### config.mk
export PLATFORM = sky130hd
export DESIGN_NAME = irq_opcode_inject
export DESIGN_NICKNAME = d
export VERILOG_FILES = /design/src/rtl/iinj_pkg.sv /design/src/rtl/iinj_arbiter.sv /design/src/rtl/iinj_byte_mux.sv /design/src/rtl/iinj_iff.sv /design/src/rtl/irq_opcode_inject.sv
export SDC_FILE = /design/constraint.sdc
export NUM_CORES = 1
export LEC_CHECK = 0
export BUFFER_PORTS_ARGS = -buffer_cell sky130_fd_sc_hd__buf_2
export CAP_MARGIN = 15
export CELL_PAD_IN_SITES_DETAIL_PLACEMENT = 1
export CELL_PAD_IN_SITES_GLOBAL_PLACEMENT = 2
export CORE_MARGIN = 2
export CORE_UTILIZATION = 27
export DETAILED_ROUTE_END_ITERATION = 7
export PLACE_DENSITY = 0.85
export SYNTH_ARGS = -nofsm -noshare
export SYNTH_HDL_FRONTEND = slang
export SYNTH_HIERARCHICAL = 1
export SYNTH_SLANG_ARGS = --single-unit
### constraint.sdc
create_clock -name clk -period 1.3 [get_ports clk]
set_input_delay 0.26 -clock clk [delete_from_list [all_inputs] [get_ports clk]]
set_output_delay 0.26 -clock clk [all_outputs]
set_load 0.005 [all_outputs]
### src/rtl/iinj_pkg.sv
// Shared types for the opcode injection block.
// Assumes an 8-bit or wider opcode path.
package iinj_pkg;
    // Which special state governs the current load slot, highest priority last.
    typedef enum logic [1:0] {
        SVC_NONE = 2'd0,
        SVC_HALT = 2'd1,
        SVC_IRQ  = 2'd2,
        SVC_NMI  = 2'd3
    } svc_t;
endpackage

### src/rtl/iinj_arbiter.sv
// Resolves the three service-state inputs to one governing state.
// NMI ranks above the maskable interrupt, and both rank above halt.
// Assumes the inputs are stable levels from the fetch sequencer.
module iinj_arbiter
    import iinj_pkg::*;
(
    input  logic halted,
    input  logic irq_svc,
    input  logic nmi_svc,
    output svc_t svc,
    output logic any_state
);
    // Fixed-priority pick of the governing state.
    always_comb begin
        if (nmi_svc)      svc = SVC_NMI;
        else if (irq_svc) svc = SVC_IRQ;
        else if (halted)  svc = SVC_HALT;
        else              svc = SVC_NONE;
    end

    // The PC holds in any special state.
    always_comb any_state = halted | irq_svc | nmi_svc;
endmodule

### src/rtl/iinj_byte_mux.sv
// Chooses the opcode byte and the restart target for one load slot.
// Assumes DW >= 6 so that the restart field (bits 5:3) exists.
module iinj_byte_mux
    import iinj_pkg::*;
#(
    parameter int DW        = 8,
    parameter int NOP_CODE  = 'h00,
    parameter int RST_CODE  = 'hFF,
    parameter int NMI_VEC   = 'h66
) (
    input  svc_t          svc,
    input  logic [1:0]    int_mode,
    input  logic [DW-1:0] bus_byte,
    output logic [DW-1:0] op_next,
    output logic [DW-1:0] vec_next
);
    localparam logic [DW-1:0] NOP_B = DW'(NOP_CODE);
    localparam logic [DW-1:0] RST_B = DW'(RST_CODE);
    localparam logic [DW-1:0] NMI_B = DW'(NMI_VEC);
    localparam int            PADH  = DW - 6;

    logic mode0;
    logic vec_table;

    // Mode decode: 0 passes the bus byte; 2 and 3 fetch the target from a table.
    always_comb begin
        mode0     = (int_mode == 2'd0);
        vec_table = (svc == SVC_IRQ) && int_mode[1];
    end

    // Opcode substitution by governing state.
    always_comb begin
        unique case (svc)
            SVC_NMI:  op_next = RST_B;
            SVC_IRQ:  op_next = mode0 ? bus_byte : RST_B;
            SVC_HALT: op_next = NOP_B;
            default:  op_next = bus_byte;
        endcase
    end

    // Restart target: fixed for NMI, none for table mode, else opcode field 5:3.
    always_comb begin
        if (svc == SVC_NMI)  vec_next = NMI_B;
        else if (vec_table)  vec_next = '0;
        else                 vec_next = {{PADH{1'b0}}, 2'b00, op_next[5:3], 3'b000};
    end
endmodule

### src/rtl/iinj_iff.sv
// Interrupt-enable flip-flop pair with service-entry edge detection.
// Entry edges outrank strobes in the same cycle; DI/EI outranks RETN.
// Assumes the strobes are single-cycle pulses.
module iinj_iff (
    input  logic clk,
    input  logic rst_n,
    input  logic irq_svc,
    input  logic nmi_svc,
    input  logic op_bit3,
    input  logic di_ei_stb,
    input  logic retn_stb,
    output logic iff1,
    output logic iff2
);
    logic irq_prev, nmi_prev;
    logic irq_rise, nmi_rise;

    // Remember last cycle's service levels for edge detection.
    always_ff @(posedge clk) begin
        if (!rst_n) begin
            irq_prev <= 1'b0;
            nmi_prev <= 1'b0;
        end else begin
            irq_prev <= irq_svc;
            nmi_prev <= nmi_svc;
        end
    end

    // Entry edges.
    always_comb begin
        irq_rise = irq_svc & ~irq_prev;
        nmi_rise = nmi_svc & ~nmi_prev;
    end

    // Flip-flop update with entry clearing first, then strobes.
    always_ff @(posedge clk) begin
        if (!rst_n) begin
            iff1 <= 1'b0;
            iff2 <= 1'b0;
        end else if (irq_rise || nmi_rise) begin
            iff1 <= 1'b0;
            if (irq_rise) iff2 <= 1'b0;
        end else if (di_ei_stb) begin
            iff1 <= op_bit3;
            iff2 <= op_bit3;
        end else if (retn_stb) begin
            iff1 <= iff2;
        end
    end
endmodule

### src/rtl/irq_opcode_inject.sv
// Top of the opcode injection block: arbitration, byte selection, the
// load-slot registers for opcode and target, and the enable flip-flops.
// Assumes ld_slot marks exactly the edge where the instruction register loads.
module irq_opcode_inject
    import iinj_pkg::*;
#(
    parameter int DW = 8
) (
    input  logic          clk,
    input  logic          rst_n,
    input  logic          ld_slot,
    input  logic          halted,
    input  logic          irq_svc,
    input  logic          nmi_svc,
    input  logic [1:0]    int_mode,
    input  logic [DW-1:0] bus_byte,
    input  logic          op_bit3,
    input  logic          di_ei_stb,
    input  logic          retn_stb,
    output logic [DW-1:0] opcode_out,
    output logic [DW-1:0] vec_byte,
    output logic          pc_hold,
    output logic          iff1,
    output logic          iff2
);
    svc_t          svc;
    logic [DW-1:0] op_next;
    logic [DW-1:0] vec_next;

    iinj_arbiter u_arb (
        .halted    (halted),
        .irq_svc   (irq_svc),
        .nmi_svc   (nmi_svc),
        .svc       (svc),
        .any_state (pc_hold)
    );

    iinj_byte_mux #(.DW(DW)) u_mux (
        .svc      (svc),
        .int_mode (int_mode),
        .bus_byte (bus_byte),
        .op_next  (op_next),
        .vec_next (vec_next)
    );

    iinj_iff u_iff (
        .clk       (clk),
        .rst_n     (rst_n),
        .irq_svc   (irq_svc),
        .nmi_svc   (nmi_svc),
        .op_bit3   (op_bit3),
        .di_ei_stb (di_ei_stb),
        .retn_stb  (retn_stb),
        .iff1      (iff1),
        .iff2      (iff2)
    );

    // Capture the chosen opcode and target in the load slot.
    always_ff @(posedge clk) begin
        if (!rst_n) begin
            opcode_out <= '0;
            vec_byte   <= '0;
        end else if (ld_slot) begin
            opcode_out <= op_next;
            vec_byte   <= vec_next;
        end
    end
endmodule

Word level (Yosys, flattened, before mapping)
Cells that the tools add are included.

storage, ports and cells
  input bits = 19
  output and inout port bits = 19
  logic and storage cells = 36
  register bits = 20

operators by class
  reduce and logical (&&, ||, !) cells = 7
  muxes and demuxes = 12
  bitwise operators = 7
  equal/unequal tests = 4

operators by type and width
  cell                number
  $pmux 8 s3          1
  $mux 8              2
  $mux 1              6
  $mux 6              1
  $eq 2x2->1 const B  2
  $mux 2              2
  $reduce_bool 2->1   2
  $not 1->1           3
  $and 1x1->1         2
  $eq 2x1->1 const B  1
  $logic_not 2->1     1
  $ne 2x1->1 const B  1
  $or 1x1->1          2
  $reduce_and 2->1    1
  $reduce_or 2->1     1
  $logic_and 1x1->1   1
  $logic_or 1x1->1    1

Logic depth before layout (Yosys ltp)
  depth in word-level cells = 7
  depth in mapped cells = 7
  gate-level depth less buffers = 6

Cells and area by module
Netlist, hierarchy kept.

modules (own cells, without submodules)
  module             cells an instance  area an instance (um^2)  seq. area each (um^2)  instances
  irq_opcode_inject  51                 615.6                    320.3                  1
  iinj_byte_mux      32                 186.4                    0.0                    1
  iinj_iff           16                 155.1                    80.1                   1
  iinj_arbiter       4                  23.8                     0.0                    1

Worst setup path before layout
No wires, ideal clock.

  kind = input -> register
  start = input port irq_svc
  end = register vec_byte[2]
  path buffers = 2
  required time = 1184 ps
  data arrival time = 1094 ps
  library setup time = 116 ps
  path slack = 90 ps
  stages on the path = 7
  cell sequence = inv_1 a21o_1 clkbuf_2 and2_1 buf_4 mux2i_1 nor2b_1

between the ends
  longest elaborated chain between the ends = 4

RTL lines
  what                    line                     text
  start: declaration      irq_opcode_inject.sv:13  input logic irq_svc,
  $mux 2                  iinj_arbiter.sv:16       else if (irq_svc) svc = SVC_IRQ;
  $mux 2                  iinj_arbiter.sv:15       if (nmi_svc) svc = SVC_NMI;
  net svc[0]              irq_opcode_inject.sv:26  svc_t svc;
  $eq 2x2->1              iinj_byte_mux.sv:43      if (svc == SVC_NMI) vec_next = NMI_B;
  $mux 8                  iinj_byte_mux.sv:43
  net vec_next[2]         irq_opcode_inject.sv:28  logic [DW-1:0] vec_next;
  end signal: assignment  irq_opcode_inject.sv:65  vec_byte <= vec_next;
  end: declaration        irq_opcode_inject.sv:21  output logic [DW-1:0] vec_byte,

The timed path passes the listed nets, and every way through them passes these cells.
A chain may end at the register's enable or synchronous reset.

Worst setup path after layout
  start = input port irq_svc
  end = register opcode_out[3]

between the ends
  longest elaborated chain between the ends = 4
  elaborated cells on any way between the ends = 6
  classes of those cells = 3 x eq/ne; 3 x mux

RTL lines
  what                                             line                     text
  $mux 2 *                                         iinj_arbiter.sv:16
  $mux 2 *                                         iinj_arbiter.sv:15
  net svc[0]                                       irq_opcode_inject.sv:26
  $eq 2x1->1 / $eq 2x2->1 (equally long branches)  iinj_byte_mux.sv:33      unique case (svc)
  $pmux 8 s3 *                                     iinj_byte_mux.sv:33
  net op_next[3]                                   irq_opcode_inject.sv:27  logic [DW-1:0] op_next;
  end signal: assignment                           irq_opcode_inject.sv:64  opcode_out <= op_next;
  end: declaration                                 irq_opcode_inject.sv:20  output logic [DW-1:0] opcode_out,

Mark *: on every way through the listed nets, which the timed path passes. The rest lies on a longest branch.

==> results by group <==
Status
  • Status: finished, final reports clean

Logic synthesis
  • Syn Std Cell Area: 980.9 um^2
  • Synthesized area per cell: 9.524 um^2
  • Top FF cell, synth: dfxtp_1
  • #FFs+latches synth: 20
  • Post-synth EDFFs: 0
  • Async S/R FF share, synth: 0
  • Post-Synthesis Cells: 103
  • Yosys warnings: 6
  • Netlist cell types: 24
  • Seq/Total Area, Yosys: 0.4082

Placement
  • Dpl ws: -0.1688 ns
  • Placed Instance Area: 1187 um^2
  • HPWL after DPL: 1.734 mm
  • Final estimated routing congestion in global placement: 0.7246
  • I/O Buffers: 37

Timing
  • Final hold violations: 0
  • Minimum clock period: 1.134 ns
  • Worst Skew: 0.0001136 ns
  • RSZ-0062 raised after global routing: false
  • Setup ws final: 0.1661 ns
  • Max Clock Freq: 0.8820 GHz
  • Max Slew Vio Count: 0
  • # setup viols final: 0
  • Final period util: 0.8722

Final layout
  • Share of cells above drive strength 1: 0.3333
  • Final Instance Area: 1240 um^2
  • Nets: 161
  • Area Overhead vs Synth: 26.40%
  • # fillers: 434
  • Leading cell type in the layout, fill and taps excluded: buf_2
  • Diodes inserted: 0
  • Most frequent cells in the layout: buf_2 (37), dfxtp_1 (20), nor2b_1 (18)
  • Sequential Area: 400.4 um^2
  • Area of the multi-input gates: 473.0 um^2

Floorplan
  • Initial Util: 0.2872
  • I/O Pins: 38
  • Core box area: 3416 um^2
  • Die Footprint: 4131 um^2
  • Die height: 64.28 um
  • Die width: 64.28 um
  • FP Rows: 21

Clock tree
  • CTS Hold Bufs: 0
  • Skew-Pair Late Insertion Delay: 0.31 ns
  • CTS max path bufs: 2
  • Post-CTS Resized: 0
  • CTS tree: built
  • CTS buffer count: 3
  • # clock sinks: 20
  • H-tree depth: 1
  • Post-CTS Setup Bufs: 0
  • Clk root buf: clkbuf_4
  • Clock slew at reported path FFs: 0.12 ns

Drt
  • Drt wl/cell: 11.64 um
  • Drc violations: 0
  • Iteration-0 DRC Markers: 8
  • Pre-antenna DRT Iters: 3
  • Vias per cell: 4.326
  • Final wirelength: 2.177 mm
  • Final ANT Viol Nets: 0
  • DR vias: 809

GRT
  • First-pass GRT wire length: 3.636 mm
  • Grt total ovfl: 0
  • Total track usage: 0.1136
  • Pin count of the biggest net entering global routing: 17
  • Vias in the first global route: 845
  • Initial antenna violation count: 0

Power
  • Leakage power: 0.0006320 uW
  • Tot Pwr: 1422 uW
  • Maximum vdd drop: 1118 uV
  • PwrDens: 1147 nW/um^2

Critical path
  • Crit. End Element: flop
  • Critical path arrival: 1.34 ns
  • Worst setup SP type: primary input
  • Worst path required time: 1.51 ns
  • Max FO, Critical Path: 8
  • Worst setup path category: primary input to flop

Hold path
  • HP Class: primary input to flop

Flow run
  • MaxCap Viol Count: 0
==> Yosys cell counts, drive strengths merged, types with 2 or more instances <==
cell type | count | share of area
buf | 6 | 0.063
inv | 11 | 0.042
and2 | 3 | 0.019
a21oi | 3 | 0.015
nor2b | 18 | 0.11
nor2 | 2 | 0.0077
mux2i | 17 | 0.17
dfxtp | 20 | 0.41
o21ai | 10 | 0.051
a21o | 2 | 0.017
clkbuf | 2 | 0.0089
==> power by group <==
part           switching (uW)  internal (uW)
sequential               19.7            654
clock                     206            312
combinational             111            120
total                     337           1090
==> state kept, by name, summed over array words and instances (netlist names) <==
| register | count |
|---|---|
| u_iff/irq_prev | 1 |
| u_iff/nmi_prev | 1 |
| vec_byte | 8 |
| u_iff/iff2 | 1 |
| opcode_out | 8 |
| u_iff/iff1 | 1 |
==> layer usage <==
metal,global-route usage,share of wire,vias to the layer above
met2,0.1888,0.47,25
li1,-,-,407
met5,0,0,-
met4,0.03989,0.0096,0
met3,0.04401,0.074,2
met1,0.1325,0.44,375
==> final cells by class <==
class | instances | area share
clock buffers | 3 | 0.01816
well taps | 46 | 0.04642
flip-flops and latches | 20 | 0.3229
repair buffers | 41 | 0.1736
multi-input cells | 65 | 0.3814
clock inverters | 1 | 0.02422
inverters | 11 | 0.03330
==> worst max-delay path, stage by stage <==
cell and delay, ns:
buf_2 0.10, inv_1 0.04, a21o_1 0.19, o31ai_4 0.37, o21ai_0 0.16, mux2i_1 0.16, nor2b_1 0.07
==> path summary, 6_finish.rpt <==
kind | startpoint | to | slack [ns] | cells past startpoint
max | irq_svc | opcode_out[3] | 0.17 | 7
min | op_bit3 | u_iff/iff2 | 0.22 | 3
max reg2reg | u_iff/iff2 | u_iff/iff1 | 0.37 | 3
min reg2reg | u_iff/iff2 | u_iff/iff2 | 0.51 | 2
==> logic make-up after synthesis <==
kind of cell    synth area share
buf+inv                   0.1135
other cells             0.003823
flops                     0.4082
compound gates            0.1225
simple gates              0.1671
mux                       0.1849
==> through the flow <==
step                hold slack [ns]  utilization  cells  setup TNS [ns]
floorplan                    0.3817            -    104               0
global placement             0.4806       0.3476    183         -0.8620
detailed placement           0.5029       0.3476    183          -1.331
CTS                          0.2107       0.3630    187               0
global route                 0.1976       0.3630    187               0
finish                       0.2199       0.3630    187               0
No activity file was read; power rests on OpenSTA's default activity.
